**config.mk**
```make
export PLATFORM = sky130hd
export DESIGN_NAME = pwmsh_top
export DESIGN_NICKNAME = d
export VERILOG_FILES = /design/src/rtl/pwmsh_pkg.sv /design/src/rtl/pwmsh_regs.sv /design/src/rtl/pwmsh_chan.sv /design/src/rtl/pwmsh_top.sv
export SDC_FILE = /design/constraint.sdc
export NUM_CORES = 1
export LEC_CHECK = 0
export ABC_AREA = 1
export BUFFER_PORTS_ARGS = -buffer_cell sky130_fd_sc_hd__buf_2
export CORE_MARGIN = 2
export CORE_UTILIZATION = 50
export DETAILED_ROUTE_END_ITERATION = 12
export PLACE_DENSITY = 0.67
export RECOVER_POWER = 100
export SLEW_MARGIN = 20
export SYNTH_ARGS = -nofsm -noshare
export SYNTH_HDL_FRONTEND = slang
export SYNTH_SLANG_ARGS = --single-unit
```
**constraint.sdc**
```tcl
create_clock -name clk -period 2.8 [get_ports clk]
set_input_delay 0.42 -clock clk [delete_from_list [all_inputs] [get_ports clk]]
set_output_delay 0.42 -clock clk [all_outputs]
set_load 0.005 [all_outputs]
```
**src/rtl/pwmsh_pkg.sv**
```systemverilog
package pwmsh_pkg;

   // Which register of a channel an address selects
   typedef enum logic [1:0] {
      SEL_NONE = 2'd0,
      SEL_PRD  = 2'd1,
      SEL_DUT  = 2'd2,
      SEL_MODE = 2'd3
   } reg_sel_e;

   // Default register map of the block
   localparam int unsigned PRD_BASE_DEF  = 32'h400;
   localparam int unsigned DUT_BASE_DEF  = 32'h420;
   localparam int unsigned MODE_BASE_DEF = 32'h440;
   localparam int unsigned STRIDE_DEF    = 4;
   localparam int unsigned POL_BIT_DEF   = 5;

   // Mask of (2**sel - 1) for a prescaler limit
   function automatic int unsigned pre_mask(input int unsigned sel);
      return (32'd1 << sel) - 32'd1;
   endfunction

endpackage

```
**src/rtl/pwmsh_regs.sv**
```systemverilog
module pwmsh_regs
   import pwmsh_pkg::*;
#(
   parameter int unsigned NCH       = 4,
   parameter int unsigned CW        = 16,
   parameter int unsigned DIVW      = 2,
   parameter int unsigned AW        = 12,
   parameter int unsigned DW        = 32,
   parameter int unsigned PRD_BASE  = PRD_BASE_DEF,
   parameter int unsigned DUT_BASE  = DUT_BASE_DEF,
   parameter int unsigned MODE_BASE = MODE_BASE_DEF,
   parameter int unsigned STRIDE    = STRIDE_DEF,
   parameter int unsigned POL_BIT   = POL_BIT_DEF
) (
   input  logic                     clk,
   input  logic                     rst_n,
   input  logic [AW-1:0]            addr,
   input  logic [DW-1:0]            wdata,
   input  logic                     we,
   output logic [DW-1:0]            rdata,
   output logic [NCH-1:0][CW-1:0]   sh_prd,
   output logic [NCH-1:0][CW-1:0]   sh_dut,
   output logic [NCH-1:0][DIVW-1:0] sh_div,
   output logic [NCH-1:0]           sh_pol,
   output logic [NCH-1:0]           prd_wr
);

   localparam int unsigned SPAN = NCH * STRIDE;

   // Elaboration-time parameter checks
   if (CW < 2 || CW > DW) begin : g_bad_cw
      $error("pwmsh_regs: CW must lie in 2..DW");
   end
   if (POL_BIT < DIVW || POL_BIT >= DW) begin : g_bad_pol
      $error("pwmsh_regs: POL_BIT must sit above the divider field and inside DW");
   end
   if (DUT_BASE < PRD_BASE + SPAN || MODE_BASE < DUT_BASE + SPAN) begin : g_bad_map
      $error("pwmsh_regs: register regions overlap");
   end
   if (MODE_BASE + SPAN > (1 << AW)) begin : g_bad_aw
      $error("pwmsh_regs: AW too narrow for the register map");
   end

   logic [NCH-1:0] hit_prd, hit_dut, hit_mode;
   reg_sel_e [NCH-1:0] sel;
   logic unused_wbits;

   assign unused_wbits = ^wdata;

   genvar c;
   generate
      for (c = 0; c < NCH; c++) begin : g_ch
         assign hit_prd[c]  = (addr == AW'(PRD_BASE  + STRIDE * c));
         assign hit_dut[c]  = (addr == AW'(DUT_BASE  + STRIDE * c));
         assign hit_mode[c] = (addr == AW'(MODE_BASE + STRIDE * c));
         assign prd_wr[c]   = we & hit_prd[c];

         always_comb begin
            sel[c] = SEL_NONE;
            if (hit_prd[c])  sel[c] = SEL_PRD;
            if (hit_dut[c])  sel[c] = SEL_DUT;
            if (hit_mode[c]) sel[c] = SEL_MODE;
         end

         always_ff @(posedge clk) begin
            if (!rst_n) begin
               sh_prd[c] <= '0;
               sh_dut[c] <= '0;
               sh_div[c] <= '0;
               sh_pol[c] <= 1'b0;
            end else if (we) begin
               unique case (sel[c])
                  SEL_PRD:  sh_prd[c] <= wdata[CW-1:0];
                  SEL_DUT:  sh_dut[c] <= wdata[CW-1:0];
                  SEL_MODE: begin
                     sh_div[c] <= wdata[DIVW-1:0];
                     sh_pol[c] <= wdata[POL_BIT];
                  end
                  default: ;
               endcase
            end
         end

         // a period write is captured exactly
         a_r2_prd_capture: assert property (@(posedge clk) disable iff (!rst_n)
            $past(prd_wr[c]) |-> sh_prd[c] == $past(wdata[CW-1:0]));
      end
   endgenerate

   // Read mux, registered
   logic [DW-1:0] rd_next;
   always_comb begin
      rd_next = '0;
      for (int i = 0; i < NCH; i++) begin
         if (hit_prd[i]) rd_next = DW'(sh_prd[i]);
         if (hit_dut[i]) rd_next = DW'(sh_dut[i]);
         if (hit_mode[i]) begin
            rd_next = DW'(sh_div[i]);
            rd_next[POL_BIT] = sh_pol[i];
         end
      end
   end

   always_ff @(posedge clk) begin
      if (!rst_n) rdata <= '0;
      else        rdata <= rd_next;
   end

   // the decode never selects two registers at once
   a_r2_decode_unique: assert property (@(posedge clk) disable iff (!rst_n)
      $onehot0({hit_prd, hit_dut, hit_mode}));

endmodule

```
**src/rtl/pwmsh_chan.sv**
```systemverilog
module pwmsh_chan
   import pwmsh_pkg::*;
#(
   parameter int unsigned CW   = 16,
   parameter int unsigned DIVW = 2
) (
   input  logic            clk,
   input  logic            rst_n,
   input  logic            tick,
   input  logic            prd_wr,
   input  logic [CW-1:0]   sh_prd,
   input  logic [CW-1:0]   sh_dut,
   input  logic [DIVW-1:0] sh_div,
   input  logic            sh_pol,
   output logic            pwm
);

   // Largest divider exponent is 2**DIVW-1, so the phase needs that many bits
   localparam int unsigned PREW = (1 << DIVW) - 1;

   if (DIVW < 1 || DIVW > 3) begin : g_bad_divw
      $error("pwmsh_chan: DIVW must lie in 1..3");
   end

   logic            arm;
   logic            running;
   logic [CW-1:0]   cnt;
   logic [PREW-1:0] pre;
   logic [CW-1:0]   act_prd;
   logic [CW-1:0]   act_dut;
   logic [DIVW-1:0] act_div;
   logic            act_pol;

   logic [PREW-1:0] pre_lim;
   logic            dtick;
   logic            last;
   logic            take;

   assign pre_lim = PREW'(pre_mask(32'(act_div)));
   assign dtick   = running & tick & (pre == pre_lim);
   assign last    = dtick & (cnt == act_prd - CW'(1));
   // Shadow set is taken either at idle or at a period boundary
   assign take    = arm & (!running | last);

   always_ff @(posedge clk) begin
      if (!rst_n) begin
         arm     <= 1'b0;
         running <= 1'b0;
         cnt     <= '0;
         pre     <= '0;
         act_prd <= '0;
         act_dut <= '0;
         act_div <= '0;
         act_pol <= 1'b0;
      end else begin
         if (take) begin
            arm     <= 1'b0;
            act_prd <= sh_prd;
            act_dut <= sh_dut;
            act_div <= sh_div;
            act_pol <= sh_pol;
            running <= (sh_prd != '0);
            cnt     <= '0;
            pre     <= '0;
         end else if (running && tick) begin
            if (pre == pre_lim) begin
               pre <= '0;
               cnt <= last ? '0 : cnt + CW'(1);
            end else begin
               pre <= pre + PREW'(1);
            end
         end
         if (prd_wr) arm <= 1'b1;
      end
   end

   assign pwm = running & ((cnt < act_dut) ^ act_pol);

   // the count never reaches the active period
   a_r3_cnt_in_range: assert property (@(posedge clk) disable iff (!rst_n)
      running |-> cnt < act_prd);

   // the prescaler phase stays inside the selected divider
   a_r4_pre_in_range: assert property (@(posedge clk) disable iff (!rst_n)
      running |-> pre <= pre_lim);

   // every period starts at count and phase zero
   a_r5_start_zero: assert property (@(posedge clk) disable iff (!rst_n)
      $rose(running) |-> (cnt == '0) && (pre == '0));

   // active settings move only at a boundary
   a_r6_atomic_take: assert property (@(posedge clk) disable iff (!rst_n)
      $past(running) && !$past(last) |->
         $stable(act_dut) && $stable(act_div) && $stable(act_pol) && $stable(act_prd));

   // a stop happens only on the last count of a period
   a_r7_stop_on_boundary: assert property (@(posedge clk) disable iff (!rst_n)
      $fell(running) |-> $past(last));

endmodule

```
**src/rtl/pwmsh_top.sv**
```systemverilog
module pwmsh_top
   import pwmsh_pkg::*;
#(
   parameter int unsigned NCH     = 4,
   parameter int unsigned CW      = 16,
   parameter int unsigned DIVW    = 2,
   parameter int unsigned AW      = 12,
   parameter int unsigned DW      = 32,
   parameter bit          REG_OUT = 1'b0
) (
   input  logic           clk,
   input  logic           rst_n,
   input  logic           tick,
   input  logic [AW-1:0]  bus_addr,
   input  logic [DW-1:0]  bus_wdata,
   input  logic           bus_we,
   output logic [DW-1:0]  bus_rdata,
   output logic [NCH-1:0] pwm_out
);

   if (NCH < 1 || NCH > 8) begin : g_bad_nch
      $error("pwmsh_top: NCH must lie in 1..8");
   end

   logic [NCH-1:0][CW-1:0]   sh_prd;
   logic [NCH-1:0][CW-1:0]   sh_dut;
   logic [NCH-1:0][DIVW-1:0] sh_div;
   logic [NCH-1:0]           sh_pol;
   logic [NCH-1:0]           prd_wr;
   logic [NCH-1:0]           pwm_raw;

   pwmsh_regs #(
      .NCH(NCH), .CW(CW), .DIVW(DIVW), .AW(AW), .DW(DW)
   ) u_regs (
      .clk    (clk),
      .rst_n  (rst_n),
      .addr   (bus_addr),
      .wdata  (bus_wdata),
      .we     (bus_we),
      .rdata  (bus_rdata),
      .sh_prd (sh_prd),
      .sh_dut (sh_dut),
      .sh_div (sh_div),
      .sh_pol (sh_pol),
      .prd_wr (prd_wr)
   );

   genvar c;
   generate
      for (c = 0; c < NCH; c++) begin : g_chan
         pwmsh_chan #(.CW(CW), .DIVW(DIVW)) u_chan (
            .clk    (clk),
            .rst_n  (rst_n),
            .tick   (tick),
            .prd_wr (prd_wr[c]),
            .sh_prd (sh_prd[c]),
            .sh_dut (sh_dut[c]),
            .sh_div (sh_div[c]),
            .sh_pol (sh_pol[c]),
            .pwm    (pwm_raw[c])
         );
      end

      if (REG_OUT) begin : g_out_ff
         always_ff @(posedge clk) begin
            if (!rst_n) pwm_out <= '0;
            else        pwm_out <= pwm_raw;
         end
      end else begin : g_out_comb
         assign pwm_out = pwm_raw;
      end
   endgenerate

endmodule

```
==> key figures <==
Run status
  • Status: finished, final reports clean

Clocking
  • Total setup buffers inserted after CTS: 0
  • Max H-tree Level: 2
  • Worst-skew pair later-pin latency: between 0.5 and 0.6 ns
  • Number of buffers created by CTS: 43
  • Maximum buffer depth of the clock tree: 3
  • Sink Count: 380
  • Reg clk slew, reported paths: 0.06 ns
  • TritonCTS clock tree: done
  • Cell at the root of the clock tree: clkbuf_16
  • Hold buffer count at CTS: 0

Routing
  • DRC violation count after routing: 0
  • Total Routed Length: ~63 mm
  • Via/cell ratio: about 5.4
  • DRT antenna net count: 0
  • Drt wl/cell: 16.7 µm
  • Number of iterations in the first detailed-routing pass: 6
  • Vias: about 20000
  • Initial DRC count: roughly 1700

Final layout
  • Most frequent standard cell in the layout excluding fill and tap cells: nand2_1
  • Multi-input gate area: 11200 µm²
  • Fill cell instance count of the final layout: about 4000
  • Fraction of final layout cells with drive strength greater than 1: around 7.0%
  • Total number of nets in the final design: 3316
  • Total area of sequential cells: 7640 µm²
  • Number of antenna repair diodes: 0
  • Most frequent cells in the layout: nand2_1 (561), inv_1 (442), nor2_1 (392)
  • Fin util: 55.7%
  • Non-filler cells in the finished layout: 3766
  • Area grow syn2layout: 10.1%

Floorplan
  • Starting utilization of the core area: 50.6%
  • Top Ports: 84
  • Total number of placement rows: 75
  • Die Y: 210 µm
  • Chip width: 210 µm
  • Full die area: 44000 µm²
  • Core area: 41900 µm²

Timing
  • Max-slew violation count: 0
  • Setup repair after global routing missed its margin: true
  • Total setup violations reported at the end of the flow: 0
  • Final TNS setup: 0 ns
  • Shortest period the worst path allows: roughly 2.8 ns
  • Final worst slack: 0.0459 ns
  • Actual transition at the worst max-transition pin: around 1.3 ns
  • Fmax achieved: 0.363 GHz
  • Final hold violation count: 0
  • Post-route fraction of the period consumed by the critical path: 98.4%
  • Max-Slew Margin vs Limit: 14.4%
  • Worst Skew: 0.0146 ns

Hold path
  • Cell depth of the worst min-delay path: 3
  • Startpoint of the worst hold path: bus_wdata[6]
  • End point of the worst hold path: u_regs.sh_dut[22]
  • Worst Hold Class: input pin to flip-flop

GRT
  • Pin count of the biggest net entering global routing: 142
  • Initial antenna violation count: 2
  • First-pass GRT wire length: 99.4 mm
  • Global Route Usage Sum: between 20% and 30%
  • Vias in the first global route: 18800
  • Remaining Overflow, GRT: 0

Setup path
  • CP dominant cell by count: nand2_1
  • Worst reg2reg endpoint: g_chan[3].u_chan.act_dut[14]
  • Arrival time reported for the critical path endpoint: 2.33 ns
  • Data required time of the worst path: ~2.4 ns
  • Critical path start-end classification: flip-flop to output port
  • Cells along the critical path: inv_1 -> ha_4 -> nand2_1 -> o21ai_1 -> nand4_1 -> o211ai_1 -> a31oi_1 -> nand2_1 -> nand2_1 -> nor2_2 -> buf_2
  • Cell type group with the largest total delay on the critical path: compound AO/OA/AOI/OAI gates
  • Delay of the slowest cell on the worst path: ~0.35 ns
  • Critical path fanouts, max: 2
  • Beginning of the worst register-to-register path: g_chan[3].u_chan.act_prd[0]
  • Worst path buffer plus inverter count: 2
  • Worst reg2reg path depth: 16
  • Critical Path Source Type: flip-flop
  • Setup slack of the worst register-to-register path: 0.29 ns
  • Nature of the critical path endpoint: output port
  • Critical Path Slowest Stage Cell: dfxtp_2

Flow run
  • Number of violations of the max-capacitance limit: 0

Synth
  • Largest cells by area after synthesis: dfxtp_1 (36%), nand2_1 (9.9%), a21oi_1 (8.7%)
  • EDFF count, synth: 0
  • Post-synth top area cell: dfxtp_1
  • Leading register cell type out of synthesis: dfxtp_1
  • Warnings, synthesis: 0
  • Average cell area after synthesis: 6.66 µm²
  • Post-synthesis instance area: 21200 µm²
  • Share of Yosys cell area claimed by the top area cell type: between 30% and 40%
  • Register bit count reported by yosys: 380
  • Share of async-settable or async-resettable flops after synthesis: 0%
  • Number of cells produced by synthesis: 3180
  • Count of distinct cell types in the synthesized netlist: 47
  • Sequential cell area fraction in the yosys report: 35.9%

Placement
  • Placed Instances: roughly 3700
  • Worst-case setup slack after placement: 0.227 ns
  • Detailed placement HPWL: 46.3 mm
  • Number of input and output port buffers inserted: 51
  • RePlAce Congestion: 1.03

Power
  • Maximum VDD drop: 0.449 mV
  • Total leakage power: 0.0101 µW
  • Areal power density over the cells: 489 nW/µm²
  • Power after layout: 11400 µW
-- synthesized netlist by cell type (11+ instances only) --
cell,instances
nand2_1,560
inv_1,442
nor2_1,396
dfxtp_1,380
a21oi_1,369
nand3_1,272
o21ai_0,255
clkbuf_1,85
ha_1,72
xor2_1,54
nand4_1,52
buf_4,37
nor3_1,22
buf_1,16
nand3b_1,15
xnor2_1,14
o221ai_1,13
buf_2,11
-- logic make-up (layout without fill, tap and decap cells) --
logic type / after synthesis / in the layout / synth area share [%]
DFF: 380 / 380 / 35.9
xor gates and xnor gates: 73 / 73 / 3.34
AOI/OAI and AO/OA: 685 / 685 / 16.9
other: 1 / 16 / 0.0177
buffers and inverters: 604 / 636 / 11.8
adders and majority gates: 72 / 72 / 4.25
and+or+nand+nor: 1365 / 1365 / 27.8
-- power breakdown --
group | total, µW | leakage, µW | internal [µW] | switching (µW)
clock | 5700 | 0.000686 | 3360 | 2340
combinational | 304 | 0.00636 | 73.3 | 231
sequential | 5400 | 0.00307 | 5400 | 0.431
-- stage by stage --
step | cell area [µm²] | hold slack, ns
4_1_cts | 23300 | 0.239
2_1_floorplan | 21200 | 0.445
5_1_grt | 23300 | 0.269
3_3_place_gp | 21900 | 0.466
6_report | 23300 | 0.271
3_5_place_dp | 21900 | 0.468
-- final cells by class --
type                    instances  area share [%]
clock buffers                  62            5.49
flip-flops and latches        380            32.8
multi-input cells            2211            48.0
well taps                     539            2.89
repair buffers                115            3.11
clock inverters                14           0.585
inverters                     445            7.16
-- per-layer routing --
metal  routed length (µm)  GRT usage (%)
met1                28100           37.8
met2                28700           46.5
met3                 3910           3.55
met4                 2300           11.2
met5                   11              0
-- timing repair --
item	in CTS	in global routing
gates cloned	0	1
gates resized for setup	2	35
pin swaps	0	18
setup endpoints to repair	2	97
-- how the worst max path moves through the flow --
stage | end | depth (start not counted) | start
floorplan | g_chan[2].u_chan.act_prd[0] | 16 | g_chan[2].u_chan.act_prd[0]
global placement | u_regs.rdata[14] | 12 | bus_addr[1]
detailed placement | g_chan[0].u_chan.act_prd[5] | 13 | tick
CTS | pwm_out[0] | 11 | g_chan[0].u_chan.act_dut[3]
global route | pwm_out[0] | 10 | g_chan[0].u_chan.cnt[1]
finish | pwm_out[0] | 11 | g_chan[0].u_chan.act_dut[3]
-- worst register-to-register path, cell delays in order (launching register included) --
cell and delay (ns):
dfxtp_1 0.33, inv_1 0.12, ha_1 0.27, nand2_1 0.14, nor2_2 0.20, nand2_1 0.09, nand3_1 0.11, nand2_1 0.05
inv_1 0.05, nand3_1 0.06, nor2_1 0.15, nand3_2 0.11, nand2_1 0.15, buf_6 0.30, nand3_1 0.15, nand2_1 0.09
nor2_1 0.05
-- flip-flops by register name (all words and copies together), names as in the netlist, 8 cells and up --
name                   cells
g_chan.u_chan.act_dut     64
g_chan.u_chan.act_prd     64
g_chan.u_chan.cnt         64
u_regs.sh_dut             64
u_regs.sh_prd             64
u_regs.rdata              16
g_chan.u_chan.pre         12
g_chan.u_chan.act_div      8
u_regs.sh_div              8
Note: power is estimated with default switching activity, not from simulation.
